--- src/rtl/vtg_pkg.sv ---
package vtg_pkg;
    parameter int LINE_W  = 16;
    parameter int FRAME_W = 32;
    parameter int COLOR_W = 24;
    parameter int ADDR_W  = 4;
    parameter int POL_W   = 3;

    typedef enum logic [ADDR_W-1:0] {
        A_RUN    = 4'd0,
        A_LINE   = 4'd1,
        A_FRAME  = 4'd2,
        A_VSW    = 4'd3,
        A_HWIN   = 4'd4,
        A_VFIRST = 4'd5,
        A_VLAST  = 4'd6,
        A_ACT    = 4'd7,
        A_BORDER = 4'd8,
        A_SKEW   = 4'd9,
        A_INV    = 4'd10
    } reg_addr_e;

    typedef struct packed {
        logic [LINE_W-1:0]  line_len;
        logic [LINE_W-1:0]  hs_width;
        logic [LINE_W-1:0]  win_h_first;
        logic [LINE_W-1:0]  win_h_last;
        logic               act_on;
        logic [LINE_W-1:0]  act_h_first;
        logic [LINE_W-2:0]  act_h_last;
        logic [LINE_W-1:0]  skew;
        logic [FRAME_W-1:0] frame_len;
        logic [FRAME_W-1:0] vs_len;
        logic [FRAME_W-1:0] win_v_first;
        logic [FRAME_W-1:0] win_v_last;
        logic [COLOR_W-1:0] border;
        logic [POL_W-1:0]   invert;
    } cfg_t;
endpackage

--- src/rtl/vtg_regs.sv ---
module vtg_regs
    import vtg_pkg::*;
(
    input  logic              clk,
    input  logic              rst_n,
    input  logic              wr_en,
    input  logic [ADDR_W-1:0] wr_addr,
    input  logic [31:0]       wr_data,
    input  logic              frame_wrap,
    output logic              run,
    output cfg_t              cfg
);
    typedef struct packed {
        logic en;
        cfg_t stage;
        cfg_t live;
    } regs_t;

    regs_t regs_d, regs_q;

    always_comb begin
        regs_d = regs_q;
        // staged values become live at the frame boundary or while idle
        if (!regs_q.en || frame_wrap) regs_d.live = regs_q.stage;
        if (wr_en) begin
            case (wr_addr)
                A_RUN:    regs_d.en = wr_data[0];
                A_LINE: begin
                    regs_d.stage.line_len = wr_data[16 +: LINE_W];
                    regs_d.stage.hs_width = wr_data[0 +: LINE_W];
                end
                A_FRAME:  regs_d.stage.frame_len = wr_data[FRAME_W-1:0];
                A_VSW:    regs_d.stage.vs_len    = wr_data[FRAME_W-1:0];
                A_HWIN: begin
                    regs_d.stage.win_h_last  = wr_data[16 +: LINE_W];
                    regs_d.stage.win_h_first = wr_data[0 +: LINE_W];
                end
                A_VFIRST: regs_d.stage.win_v_first = wr_data[FRAME_W-1:0];
                A_VLAST:  regs_d.stage.win_v_last  = wr_data[FRAME_W-1:0];
                A_ACT: begin
                    regs_d.stage.act_on      = wr_data[31];
                    regs_d.stage.act_h_last  = wr_data[16 +: LINE_W-1];
                    regs_d.stage.act_h_first = wr_data[0 +: LINE_W];
                end
                A_BORDER: regs_d.stage.border = wr_data[COLOR_W-1:0];
                A_SKEW:   regs_d.stage.skew   = wr_data[0 +: LINE_W];
                A_INV:    regs_d.stage.invert = wr_data[POL_W-1:0];
                default:  ;
            endcase
        end
    end

    always_ff @(posedge clk or negedge rst_n) begin
        if (!rst_n) regs_q <= '0;
        else        regs_q <= regs_d;
    end

    assign run = regs_q.en;
    assign cfg = regs_q.live;


    live_hold_chk: assert property (@(posedge clk) disable iff (!rst_n)
        (regs_q.en && $past(regs_q.en) && !$past(frame_wrap)) |-> $stable(regs_q.live));
endmodule

--- src/rtl/vtg_counters.sv ---
module vtg_counters
    import vtg_pkg::*;
(
    input  logic               clk,
    input  logic               rst_n,
    input  logic               run,
    input  logic [LINE_W-1:0]  line_len,
    input  logic [FRAME_W-1:0] frame_len,
    output logic [LINE_W-1:0]  hpos,
    output logic [FRAME_W-1:0] fpos,
    output logic               frame_wrap
);
    typedef struct packed {
        logic [LINE_W-1:0]  h;
        logic [FRAME_W-1:0] f;
    } cnt_t;

    cnt_t cnt_d, cnt_q;

    assign frame_wrap = run && (cnt_q.f == frame_len - FRAME_W'(1));

    always_comb begin
        cnt_d = cnt_q;
        if (!run || frame_wrap) begin
            cnt_d = '0;
        end else begin
            cnt_d.f = cnt_q.f + FRAME_W'(1);
            cnt_d.h = (cnt_q.h == line_len - LINE_W'(1)) ? '0 : cnt_q.h + LINE_W'(1);
        end
    end

    always_ff @(posedge clk or negedge rst_n) begin
        if (!rst_n) cnt_q <= '0;
        else        cnt_q <= cnt_d;
    end

    assign hpos = cnt_q.h;
    assign fpos = cnt_q.f;


    frame_range_chk: assert property (@(posedge clk) disable iff (!rst_n)
        (run && frame_len != '0) |-> (fpos < frame_len));

    line_range_chk: assert property (@(posedge clk) disable iff (!rst_n)
        (run && line_len != '0) |-> (hpos < line_len));

    frame_restart_chk: assert property (@(posedge clk) disable iff (!rst_n)
        frame_wrap |=> (fpos == '0 && hpos == '0));
endmodule

--- src/rtl/vtg_decode.sv ---
module vtg_decode
    import vtg_pkg::*;
(
    input  logic               run,
    input  cfg_t               cfg,
    input  logic [LINE_W-1:0]  hpos,
    input  logic [FRAME_W-1:0] fpos,
    input  logic [COLOR_W-1:0] pix_in,
    output logic               hs_raw,
    output logic               vs_raw,
    output logic               in_window,
    output logic               ready,
    output logic [COLOR_W-1:0] pix_out
);
    logic [LINE_W:0] hs_end;
    logic            v_ok, h_ok, act_ok;

    assign hs_end = {1'b0, cfg.skew} + {1'b0, cfg.hs_width};

    always_comb begin
        hs_raw    = run && (hpos >= cfg.skew) && ({1'b0, hpos} < hs_end);
        vs_raw    = run && (fpos < cfg.vs_len);
        v_ok      = run && (fpos >= cfg.win_v_first) && (fpos <= cfg.win_v_last);
        h_ok      = (hpos >= cfg.win_h_first) && (hpos <= cfg.win_h_last);
        act_ok    = !cfg.act_on ||
                    ((hpos >= cfg.act_h_first) && (hpos <= {1'b0, cfg.act_h_last}));
        in_window = v_ok && h_ok;
        ready     = in_window && act_ok;
        if (ready)          pix_out = pix_in;
        else if (in_window) pix_out = cfg.border;
        else                pix_out = '0;
    end
endmodule

--- src/rtl/vtg_timing_gen.sv ---
module vtg_timing_gen
    import vtg_pkg::*;
(
    input  logic               clk,
    input  logic               rst_n,
    input  logic               wr_en,
    input  logic [ADDR_W-1:0]  wr_addr,
    input  logic [31:0]        wr_data,
    input  logic [COLOR_W-1:0] pix_in,
    output logic               pix_ready,
    output logic               hsync,
    output logic               vsync,
    output logic               de,
    output logic [COLOR_W-1:0] pix_out
);
    logic               run, frame_wrap;
    cfg_t               cfg;
    logic [LINE_W-1:0]  hpos;
    logic [FRAME_W-1:0] fpos;
    logic               hs_raw, vs_raw, in_window;

    vtg_regs u_regs (
        .clk        (clk),
        .rst_n      (rst_n),
        .wr_en      (wr_en),
        .wr_addr    (wr_addr),
        .wr_data    (wr_data),
        .frame_wrap (frame_wrap),
        .run        (run),
        .cfg        (cfg)
    );

    vtg_counters u_cnt (
        .clk        (clk),
        .rst_n      (rst_n),
        .run        (run),
        .line_len   (cfg.line_len),
        .frame_len  (cfg.frame_len),
        .hpos       (hpos),
        .fpos       (fpos),
        .frame_wrap (frame_wrap)
    );

    vtg_decode u_dec (
        .run       (run),
        .cfg       (cfg),
        .hpos      (hpos),
        .fpos      (fpos),
        .pix_in    (pix_in),
        .hs_raw    (hs_raw),
        .vs_raw    (vs_raw),
        .in_window (in_window),
        .ready     (pix_ready),
        .pix_out   (pix_out)
    );

    assign hsync = hs_raw    ^ cfg.invert[0];
    assign vsync = vs_raw    ^ cfg.invert[1];
    assign de    = in_window ^ cfg.invert[2];


    ready_window_chk: assert property (@(posedge clk) disable iff (!rst_n)
        pix_ready |-> in_window);

    ready_forward_chk: assert property (@(posedge clk) disable iff (!rst_n)
        pix_ready |-> (pix_out == pix_in));

    idle_quiet_chk: assert property (@(posedge clk) disable iff (!rst_n)
        !run |-> (!pix_ready && pix_out == '0 && !in_window));
endmodule

--- config.mk ---
export PLATFORM = sky130hd
export DESIGN_NAME = vtg_timing_gen
export DESIGN_NICKNAME = d
export VERILOG_FILES = /design/src/rtl/vtg_pkg.sv /design/src/rtl/vtg_regs.sv /design/src/rtl/vtg_counters.sv /design/src/rtl/vtg_decode.sv /design/src/rtl/vtg_timing_gen.sv
export SDC_FILE = /design/constraint.sdc
export NUM_CORES = 1
export LEC_CHECK = 0
export BUFFER_PORTS_ARGS = -buffer_cell sky130_fd_sc_hd__buf_2
export CAP_MARGIN = 25
export CORE_ASPECT_RATIO = 1.75
export CORE_UTILIZATION = 55
export DETAILED_ROUTE_END_ITERATION = 12
export PLACE_DENSITY = 0.82
export SYNTH_ARGS = -nofsm -noshare
export SYNTH_HDL_FRONTEND = slang
export SYNTH_HIERARCHICAL = 1
export SYNTH_SLANG_ARGS = --single-unit
--- constraint.sdc ---
create_clock -name clk -period 5.3 [get_ports clk]
set_input_delay 0.53 -clock clk [delete_from_list [all_inputs] [get_ports clk]]
set_output_delay 0.53 -clock clk [all_outputs]
set_load 0.02 [all_outputs]
==> results of run 1 <==
area by class of cell:
cell class | instances | area share
multi-input combinational | 1566 | 0.4239
sequential | 583 | 0.4434
inverter | 194 | 0.02213
antenna | 3 | 0.0002282
tap | 767 | 0.02917
clock buffer | 65 | 0.04157
timing repair buffer | 137 | 0.02959
clock inverter | 24 | 0.009926
flip-flops by register name, indices dropped and copies added (netlist names):
signal	count
u_regs/run	1
u_cnt/hpos	16
u_regs/cfg	267
u_cnt/fpos	32
u_regs/regs_q	267
critical path: cells and delay by family, from the launching register on:
kind                       cells  cell delay, ns
buffers and inverters          1            0.17
and+or+nand+nor                3            0.81
DFF                            1            0.40
xor gates and xnor gates       2            0.24
adders and majority gates      3            0.94
AOI/OAI and AO/OA              7            1.40
Yosys cell counts (5+ instances only):
library cell  count  area, um^2
nand2b_1         12       75.07
ha_1            209        2615
nor3_1           36       180.2
o211ai_1         11       82.58
and2_1            7       43.79
a21oi_1          52       260.3
a211o_1           7       61.31
nor2b_1           9       56.30
buf_4           270        2027
mux2_2          491        5529
nor4_1           22       137.6
nand3_1          40       200.2
xnor2_1          79       691.9
buf_2            51       255.2
nand3b_1          6       45.04
mux2_1           45       506.7
o21a_1            6       45.04
nor2_1          124       465.5
nand2_1          77       289.0
a211oi_1         13       97.59
or4_1            12       90.09
nor3b_1           6       45.04
clkbuf_1         30       112.6
mux2i_1          27       270.3
o21ai_0          46       230.2
and3_1           20       125.1
nand4_1          40       250.2
a21o_1           24       180.2
xor2_1           48       420.4
a221oi_1          6       52.55
o21bai_1          5       37.54
or3_1             8       50.05
a31oi_1           6       37.54
and4_1            7       61.31
inv_1           193       724.4
dfrtp_1         583       14590
cells by family (layout without fill, tap and decap cells):
group | count (synthesis) | after routing | synth area share
fa+ha+maj | 211 | 211 | 0.08362
compound gates | 219 | 219 | 0.04790
simple gates | 446 | 446 | 0.07270
flops | 583 | 583 | 0.4612
buf+inv | 550 | 420 | 0.1000
xor+xnor | 127 | 127 | 0.03516
mux | 563 | 563 | 0.1994
other cells | 0 | 3 | 0
where the power goes:
group | leakage (nW) | total (mW) | internal [mW] | switching [mW]
combinational | 7.50 | 4.81 | 2.37 | 2.44
sequential | 7.23 | 6.68 | 5.76 | 0.920
clock | 0.820 | 3.83 | 2.17 | 1.66
total | 15.6 | 15.3 | 10.3 | 5.02
metrics by stage:
| stage | power [mW] | cell area [um^2] | hold WS (ns) | std cells | setup WS [ns] |
|---|---|---|---|---|---|
| 2_1_floorplan | 11.09 | 31630 | 0.2344 | 2699 | 0.9052 |
| 4_1_cts | 15.34 | 32840 | 0.2859 | 3334 | 0.08332 |
| 5_1_grt | 16.16 | 32890 | 0.3136 | 3336 | 0.01276 |
| 3_3_place_gp | 11.14 | 31110 | 0.4625 | 3243 | 0.6600 |
| 3_5_place_dp | 11.46 | 31130 | 0.4755 | 3244 | 0.6247 |
| 6_report | 15.32 | 32900 | 0.3074 | 3339 | 0.1977 |
timing repair:
item | in CTS | in global routing
endpoints found under the setup margin | 1 | 6
hold endpoints to repair | 4 | 0
pin swaps | 0 | 2
resized for setup | 1 | 3
hold buffers | 1 | 0
path summary, 6_finish.rpt:
check	to	cells after the start
max	hsync	16
min	u_regs/regs_q[387]$_DFFE_PN0P_	2
max reg2reg	u_regs/cfg[261]$_DFFE_PN0P_	12
min reg2reg	u_regs/regs_q[454]$_DFFE_PN0P_	1
max in group asynchronous	u_cnt/fpos[22]$_DFF_PN0_	3
min in group asynchronous	u_regs/regs_q[514]$_DFFE_PN0P_	2
layer usage:
metal  routed length [um]  vias to the layer above  GRT usage  share of wire
li1                     -                     8793          -              -
met1                27210                     9910     0.2850           0.36
met2                39310                      521     0.4706           0.53
met3                 2560                      243    0.02661          0.034
met4                 5612                        0     0.1796          0.075
met5                    0                        -          0              0
==> results.py, run 1 <==
metrics = {
    "grt": {
        "grt_usage": 0.2609,
        "antenna_found_initial": 1,
        "grt_first_pass_wirelength_mm": 116.2,
        "overflow": 0,
        "grt_pass1_vias": 20910,
        "grt_max_degree": 139,
    },
    "min_path": {
        "worst_hold_path_type": "in2reg",
        "hold_start": "wr_data[29]",
    },
    "drt": {
        "route.vias.total": 19470,
        "drcViolationCount": 0,
        "wl_mm": 74.68,
        "dr.pass1.iters": 5,
        "drt_iter0_drc": 1122,
        "avgRoutedWirePerCell_um": 22.37,
        "routed_via_density": 5.830,
        "detail-route-antenna-nets": 0,
    },
    "timing": {
        "rsz0062_at_grt": "false",
        "min_period_ns": 5.102,
        "hold_violations": 0,
        "clock.fmax_mhz": 196.0,
        "worst_pin_slew_ns": 1.110,
        "fin_crit_sh": 0.9627,
        "setup-violations-final": 0,
        "finClkSkew_ns": 0.03294,
        "drv_slew": 0,
        "max-slew-margin-rel": 0.2556,
        "fin_setup_tns_ns": 0,
    },
    "floorplan": {
        "start_util": 0.5546,
        "io_pins": 91,
        "coreArea_mm2": 0.05704,
        "row_count": 116,
        "die_y_um": 319.2,
        "die_x_um": 183.3,
        "die_area_mm2": 0.05851,
    },
    "worst_setup_path": {
        "reg2reg_slack_ns": 1.07,
        "cp_slowest_stage_delay_ns": 0.54,
        "path_class": "reg2out",
        "cp_cell_sequence": "ha_1 > fa_2 > a21oi_2 > o211ai_1 > o41ai_2 > o21bai_1 > a21oi_1 > xor2_1 > ha_1 > and3_1 > nand3_1 > or4_1 > a41oi_1 > a211oi_1 > xor2_1 > buf_2",
        "endpoint_kind": "output pin",
        "rr_startpoint": "u_regs/cfg[145]$_DFFE_PN0P_",
        "startpoint_type": "register",
        "slowest_stage": "or4_1",
        "arrival_ns": 4.57,
        "required_ns": 4.77,
        "startpoint": "u_regs/cfg[155]$_DFFE_PN0P_",
        "crit_fanout": 3,
    },
    "pwr": {
        "irDropWorstVdd_uv": 259.8,
        "leakagePower_nw": 15.55,
        "power.density_mw_per_mm2": 465.7,
    },
    "layout": {
        "final_nets": 2804,
        "final_cell_mix": "dfrtp_1 (583), mux2_2 (491), ha_1 (209), inv_1 (193), nor2_1 (121)",
        "drive_gt1_frac": 0.2877,
        "ff_latch_area_mm2": 0.01459,
        "final_common_cell": "dfrtp_1",
        "fillers": 4439,
        "multi_input_area_mm2": 0.01395,
        "post-route-util": 0.5768,
        "area_growth_pct": 4.007,
    },
    "placed_design": {
        "placement.io_buffers": 90,
        "place_congestion": 0.9659,
        "dp_hpwl_mm": 53.14,
    },
    "logic_synthesis": {
        "postSynthAreaPerCell_um2": 11.72,
        "syn_inst": 2699,
        "synth_ff_type": "dfrtp_1",
        "synth_seq_cells": 583,
        "syn_nets": 2972,
        "yosysWarnings": 6,
        "synth_enable_flop_cells": 0,
        "synth_area_mm2": 0.03163,
        "yosysSeqAreaShare": 0.4612,
        "synth.distinct_cells": 81,
        "synth_async_sr_flop_share": 1.000,
    },
    "clock_network": {
        "post_cts_buffers": 0,
        "clkLatencyLatePin_ns": 0.60,
        "htree_levels": 2,
        "cts_root_buffer": "clkbuf_16",
        "clock-sinks": 583,
        "cts_made_buffers": 49,
        "cts_tree": "built",
        "path_clk_slew_ns": 0.07,
        "clk_path_buf_depth": 3,
    },
    "job": {
        "drv_cap": 0,
    },
    "run_status": {
        "status": "completed",
    },
}
(Power assumes the default switching activity.)
==> run 2: changes to the inputs <==
--- a/config.mk
+++ b/config.mk
@@ -9,6 +9,7 @@
 export CAP_MARGIN = 25
 export CORE_ASPECT_RATIO = 1.75
 export CORE_UTILIZATION = 55
+export CTS_CLUSTER_DIAMETER = 200
 export DETAILED_ROUTE_END_ITERATION = 12
 export PLACE_DENSITY = 0.82
 export SYNTH_ARGS = -nofsm -noshare
==> constraint.sdc (replaced) <==
create_clock -name clk -period 5.55 [get_ports clk]
set_input_delay 0.555 -clock clk [delete_from_list [all_inputs] [get_ports clk]]
set_output_delay 0.555 -clock clk [all_outputs]
set_load 0.02 [all_outputs]
==> run 2 against run 1 <==
Compared with the run above: the flow now finishes with violations (hold timing); combinational power fell by 6.2%; utilization fell by 0.43 points; highest routed layer is now met5; via count fell by 0.57%; register-to-register slack got worse by 0.03 ns; sequential power fell by 4.5%; critical path depth did not move.
==> results.py, run 2 (synthesis results as in run 1) <==
metrics = {
    "run_status": {
        "status": "finished with violations",
        "violations": "hold timing",
    },
    "grt": {
        "grt_max_degree": 146,
        "overflow": 0,
        "antenna_found_initial": 3,
        "grt_pass1_vias": 20610,
        "grt_usage": 0.2564,
        "grt_first_pass_wirelength_mm": 114.9,
    },
    "worst_setup_path": {
        "required_ns": 4.99,
        "cp_cell_sequence": "ha_1 > fa_1 > a21oi_1 > o211ai_1 > o41ai_2 > o21bai_1 > a21oi_1 > xor2_1 > ha_1 > and3_1 > nand3_1 > or4_1 > a41oi_1 > a211oi_1 > xor2_1 > buf_2",
        "cp_top_family": "compound AO/OA/AOI/OAI gates",
        "path_buf_inv": 1,
        "crit_fanout": 3,
        "startpoint_type": "register",
        "slowest_stage": "or4_1",
        "endpoint_kind": "output pin",
        "path_class": "reg2out",
        "cp_slowest_stage_delay_ns": 0.52,
        "arrival_ns": 4.69,
    },
    "clock_network": {
        "cts_root_buffer": "clkbuf_16",
        "htree_levels": 2,
        "cts_tree": "built",
        "path_clk_slew_ns": 0.07,
        "post_cts_buffers": 0,
        "clkLatencyLatePin_ns": 0.61,
        "clk_path_buf_depth": 3,
        "clock-sinks": 583,
        "cts_made_buffers": 49,
    },
    "pwr": {
        "irDropWorstVdd_uv": 257.7,
        "power.density_mw_per_mm2": 444.2,
        "leakagePower_nw": 15.43,
        "finalPower_mw": 14.51,
    },
    "placed_design": {
        "place_congestion": 0.9432,
        "dp_hpwl_mm": 50.71,
        "placement.io_buffers": 90,
    },
    "layout": {
        "area_growth_pct": 3.232,
        "final_common_cell": "dfrtp_1",
        "final_cell_mix": "dfrtp_1 (583), mux2_2 (491), ha_1 (209), inv_1 (193), nor2_1 (121)",
        "final_nets": 2785,
        "drive_gt1_frac": 0.2822,
        "post-route-util": 0.5725,
    },
    "floorplan": {
        "start_util": 0.5546,
        "io_pins": 91,
        "row_count": 116,
        "die_area_mm2": 0.05851,
        "coreArea_mm2": 0.05704,
        "die_y_um": 319.2,
        "die_x_um": 183.3,
    },
    "timing": {
        "setup-violations-final": 0,
        "worst_pin_slew_ns": 1.020,
        "whs_ns": -0.01654,
        "rsz0062_at_grt": "false",
        "fin_setup_tns_ns": 0,
        "hold_violations": 4,
        "drv_slew": 0,
        "finClkSkew_ns": 0.02787,
        "fin_crit_sh": 0.9455,
        "max-slew-margin-rel": 0.3192,
        "min_period_ns": 5.248,
        "clock.fmax_mhz": 190.6,
    },
    "job": {
        "drv_cap": 0,
    },
    "drt": {
        "route.vias.total": 19360,
        "avgRoutedWirePerCell_um": 22.14,
        "dr.pass1.iters": 5,
        "drt_iter0_drc": 1006,
        "detail-route-antenna-nets": 0,
        "drcViolationCount": 0,
        "routed_via_density": 5.835,
        "wl_mm": 73.45,
    },
    "min_path": {
        "worst_hold_path_type": "in2async",
    },
}
==> run 2: path summary, 6_finish.rpt <==
kind | depth (start not counted) | from | end | slack [ns]
worst min register to register | 1 | u_regs/regs_q[328]$_DFFE_PN0P_ | u_regs/regs_q[328]$_DFFE_PN0P_ | 0.48
worst max-delay path | 16 | u_regs/cfg[155]$_DFFE_PN0P_ | hsync | 0.30
worst max register to register | 12 | u_regs/cfg[123]$_DFFE_PN0P_ | u_regs/cfg[84]$_DFFE_PN0P_ | 1.04
min in group clk | 2 | wr_data[29] | u_regs/regs_q[387]$_DFFE_PN0P_ | 0.31
max in group asynchronous | 2 | rst_n | u_regs/cfg[121]$_DFFE_PN0P_ | 4.14
worst min-delay path | 1 | rst_n | u_regs/cfg[244]$_DFFE_PN0P_ | -0.02
==> run 2: timing repair <==
action	CTS	global route
gates resized for setup	0	1
hold buffers	0	0
endpoints found under the setup margin	0	1
==> run 2: metal layers <==
metal  track usage  up-vias  share of wire
met4        0.1876        2          0.081
met1        0.2768     9846           0.36
li1              -     8736              -
met5             0        -        0.00014
met3       0.02786      246          0.037
met2        0.4598      526           0.52
==> run 2: through the flow <==
step / instances / instance area [um^2] / setup slack, ns / hold slack, ns
global placement: 3226 / 30930 / 0.8422 / 0.4635
detailed placement: 3226 / 30930 / 0.8462 / 0.4720
CTS: 3313 / 32590 / 0.1784 / 0.06002
floorplan: 2699 / 31630 / 1.130 / 0.2594
finish: 3317 / 32650 / 0.3024 / -0.01654
global route: 3315 / 32650 / 0.1262 / 0.09039
==> run 2: where the power goes <==
group / switching [mW] / internal [mW]
combinational: 2.29 / 2.23
clock: 1.59 / 2.02
sequential: 0.883 / 5.50
==> run 2: worst register-to-register path: cells and delay by family, from the launching register on <==
kind	cells	cell delay, ns
flip-flops	1	0.44
AND/OR/NAND/NOR	7	1.80
AO/OA/AOI/OAI	2	0.74
multiplexers	1	0.52
buffers and inverters	2	0.88
==> run 2: cell type report <==
cell class | count | area (um^2)
fill | 4396 | 24390
sequential | 583 | 14590
multi-input combinational | 1566 | 13930
clock buffer | 66 | 1413
tap | 767 | 959.7
timing repair buffer | 118 | 778.2
inverter | 194 | 728.2
clock inverter | 21 | 249.0
antenna | 2 | 5.005
==> run 3: changes to the inputs <==
--- a/config.mk
+++ b/config.mk
@@ -5,13 +5,13 @@
 export SDC_FILE = /design/constraint.sdc
 export NUM_CORES = 1
 export LEC_CHECK = 0
-export BUFFER_PORTS_ARGS = -buffer_cell sky130_fd_sc_hd__buf_2
 export CAP_MARGIN = 25
 export CORE_ASPECT_RATIO = 1.75
 export CORE_UTILIZATION = 55
 export CTS_CLUSTER_DIAMETER = 200
 export DETAILED_ROUTE_END_ITERATION = 12
-export PLACE_DENSITY = 0.82
+export DONT_BUFFER_PORTS = 1
+export PLACE_DENSITY = 0.8
 export SYNTH_ARGS = -nofsm -noshare
 export SYNTH_HDL_FRONTEND = slang
 export SYNTH_HIERARCHICAL = 1
==> run 3 against run 2 <==
Compared with the run above: the flow finishes with violations (hold timing, slew limit); maximum frequency decreased by 0.85%; critical path depth increased by 1; combinational power decreased by 4.4%; register-to-register slack got worse by 0.16 ns; clock skew decreased by 0.012 ns; setup slack got worse by 0.045 ns; global-route usage decreased by 0.41 points; power increased by 2.0%; via count decreased by 2.1%; hold slack got worse by 0.31 ns; sequential share of layout area increased by 0.25 points; utilization decreased by 0.32 points; largest cell class unchanged; largest power group unchanged.
==> results.py, run 3 (synthesis results as in run 1) <==
metrics = {
    "timing": {
        "setup_slack_ns": 0.2573,
        "fin_setup_tns_ns": 0,
        "fin_crit_sh": 0.9536,
        "whs_ns": -0.3292,
        "hold_violations": 267,
        "setup-violations-final": 0,
        "clock.fmax_mhz": 188.9,
        "finClkSkew_ns": 0.01545,
        "max-slew-margin-rel": -0.7214,
        "drv_slew": 318,
        "rsz0062_at_grt": "false",
        "min_period_ns": 5.293,
        "worst_pin_slew_ns": 2.582,
    },
    "clock_network": {
        "clkLatencyLatePin_ns": 0.61,
        "post_cts_buffers": 0,
        "clk_path_buf_depth": 3,
        "htree_levels": 2,
        "cts_root_buffer": "clkbuf_16",
        "cts_made_buffers": 54,
        "clock-sinks": 583,
        "cts_tree": "built",
        "path_clk_slew_ns": 0.07,
    },
    "placed_design": {
        "place_congestion": 0.9069,
        "dp_slack_ns": 0.9536,
        "placement.io_buffers": 0,
        "dp_hpwl_mm": 49.31,
    },
    "worst_setup_path": {
        "reg2reg_slack_ns": 0.88,
        "reg2reg_depth": 12,
        "endpoint_kind": "output pin",
        "reg2reg_to": "u_regs/cfg[60]$_DFFE_PN0P_",
        "rr_startpoint": "u_regs/cfg[123]$_DFFE_PN0P_",
        "arrival_ns": 4.74,
        "path_class": "reg2out",
        "crit_fanout": 3,
        "required_ns": 4.99,
        "startpoint_type": "register",
    },
    "floorplan": {
        "row_count": 116,
        "die_area_mm2": 0.05851,
        "start_util": 0.5546,
        "die_x_um": 183.3,
        "io_pins": 91,
        "coreArea_mm2": 0.05704,
        "die_y_um": 319.2,
    },
    "layout": {
        "drive_gt1_frac": 0.2608,
        "n_antenna_cell": 0,
        "area_growth_pct": 2.650,
        "post-route-util": 0.5693,
        "final_cell_mix": "dfrtp_1 (583), mux2_2 (491), ha_1 (209), inv_1 (193), nor2_1 (121)",
        "final_common_cell": "dfrtp_1",
        "final_nets": 2701,
    },
    "grt": {
        "grt_first_pass_wirelength_mm": 112.8,
        "grt_pass1_vias": 20250,
        "grt_usage": 0.2523,
        "grt_max_degree": 584,
        "antenna_found_initial": 1,
        "overflow": 0,
    },
    "job": {
        "drv_cap": 0,
    },
    "drt": {
        "avgRoutedWirePerCell_um": 22.25,
        "route.vias.total": 18960,
        "dr.pass1.iters": 6,
        "drt_iter0_drc": 1265,
        "drcViolationCount": 0,
        "wl_mm": 72.10,
        "detail-route-antenna-nets": 0,
        "routed_via_density": 5.851,
    },
    "run_status": {
        "violations": "hold timing, slew limit",
        "status": "finished with violations",
    },
    "min_path": {
        "worst_hold_path_type": "in2async",
    },
    "pwr": {
        "power.density_mw_per_mm2": 455.6,
        "finalPower_mw": 14.79,
        "irDropWorstVdd_uv": 282.0,
        "leakagePower_nw": 15.17,
    },
}
-- run 3: changes by cell type in the layout (fill, tap and decap cells not counted), moves of 3 or more --
cell / change
buf_2: -89
buf_12: -5
buf_4: +5
bufinv_16: +5
clkbuf_8: +5
clkinv_2: -4
clkbuf_16: +3
inv_6: +3
-- run 3: repair_timing --
action | in CTS | in global routing
setup endpoints to repair | 0 | 0
endpoints found under the hold margin | 583 | 583
gates resized for setup | 0 | 0
-- run 3: report_power, final --
part           internal, mW  switching (mW)
Sequential             5.50           0.855
Combinational          2.20            2.11
Clock                  2.44            1.68
Total                  10.1            4.65
-- run 3: area by class of cell --
| type | instances | area, um^2 |
|---|---|---|
| Sequential cell | 583 | 14590 |
| Tap cell | 767 | 959.7 |
| Inverter | 194 | 728.2 |
| Clock buffer | 72 | 1549 |
| Clock inverter | 29 | 449.2 |
| Timing Repair Buffer | 29 | 270.3 |
| Fill cell | 4461 | 24570 |
| Multi-Input combinational cell | 1566 | 13920 |
-- run 3: worst max path at each step --
stage | endpoint | from | slack, ns
floorplan | hsync | u_regs/cfg[155]$_DFFE_PN0P_ | 1.13
global placement | hsync | u_regs/cfg[155]$_DFFE_PN0P_ | 0.88
detailed placement | hsync | u_regs/cfg[155]$_DFFE_PN0P_ | 0.95
CTS | hsync | u_regs/cfg[155]$_DFFE_PN0P_ | 0.28
global route | hsync | u_regs/cfg[155]$_DFFE_PN0P_ | 0.14
finish | hsync | u_regs/cfg[155]$_DFFE_PN0P_ | 0.26
-- run 3: metal layers --
layer | wire length (um) | up-vias | track usage
met4 | 5224 | 0 | 0.1667
li1 | - | 8575 | -
met5 | 0 | - | 0
met1 | 26800 | 9679 | 0.2792
met3 | 2782 | 224 | 0.03163
met2 | 37300 | 478 | 0.4498
-- run 3: critical path, cell delays in order, from the launching register on --
cell and delay (ns):
dfrtp_1 0.40, ha_1 0.26, fa_1 0.42, a21oi_1 0.25, o211ai_1 0.18, o41ai_1 0.30, buf_4 0.21, o21bai_1 0.06
a21oi_1 0.20, xor2_1 0.10, ha_1 0.30, and3_1 0.18, nand3_1 0.08, or4_1 0.53, a41oi_1 0.24, a211oi_1 0.12
xor2_1 0.16, buf_4 0.17
-- run 3: metrics by stage --
stage          cell area [um^2]  std cells
3_3_place_gp              30400       3135
3_5_place_dp              30460       3138
5_1_grt                   32470       3240
4_1_cts                   32450       3239
6_report                  32470       3240
2_1_floorplan             31630       2699
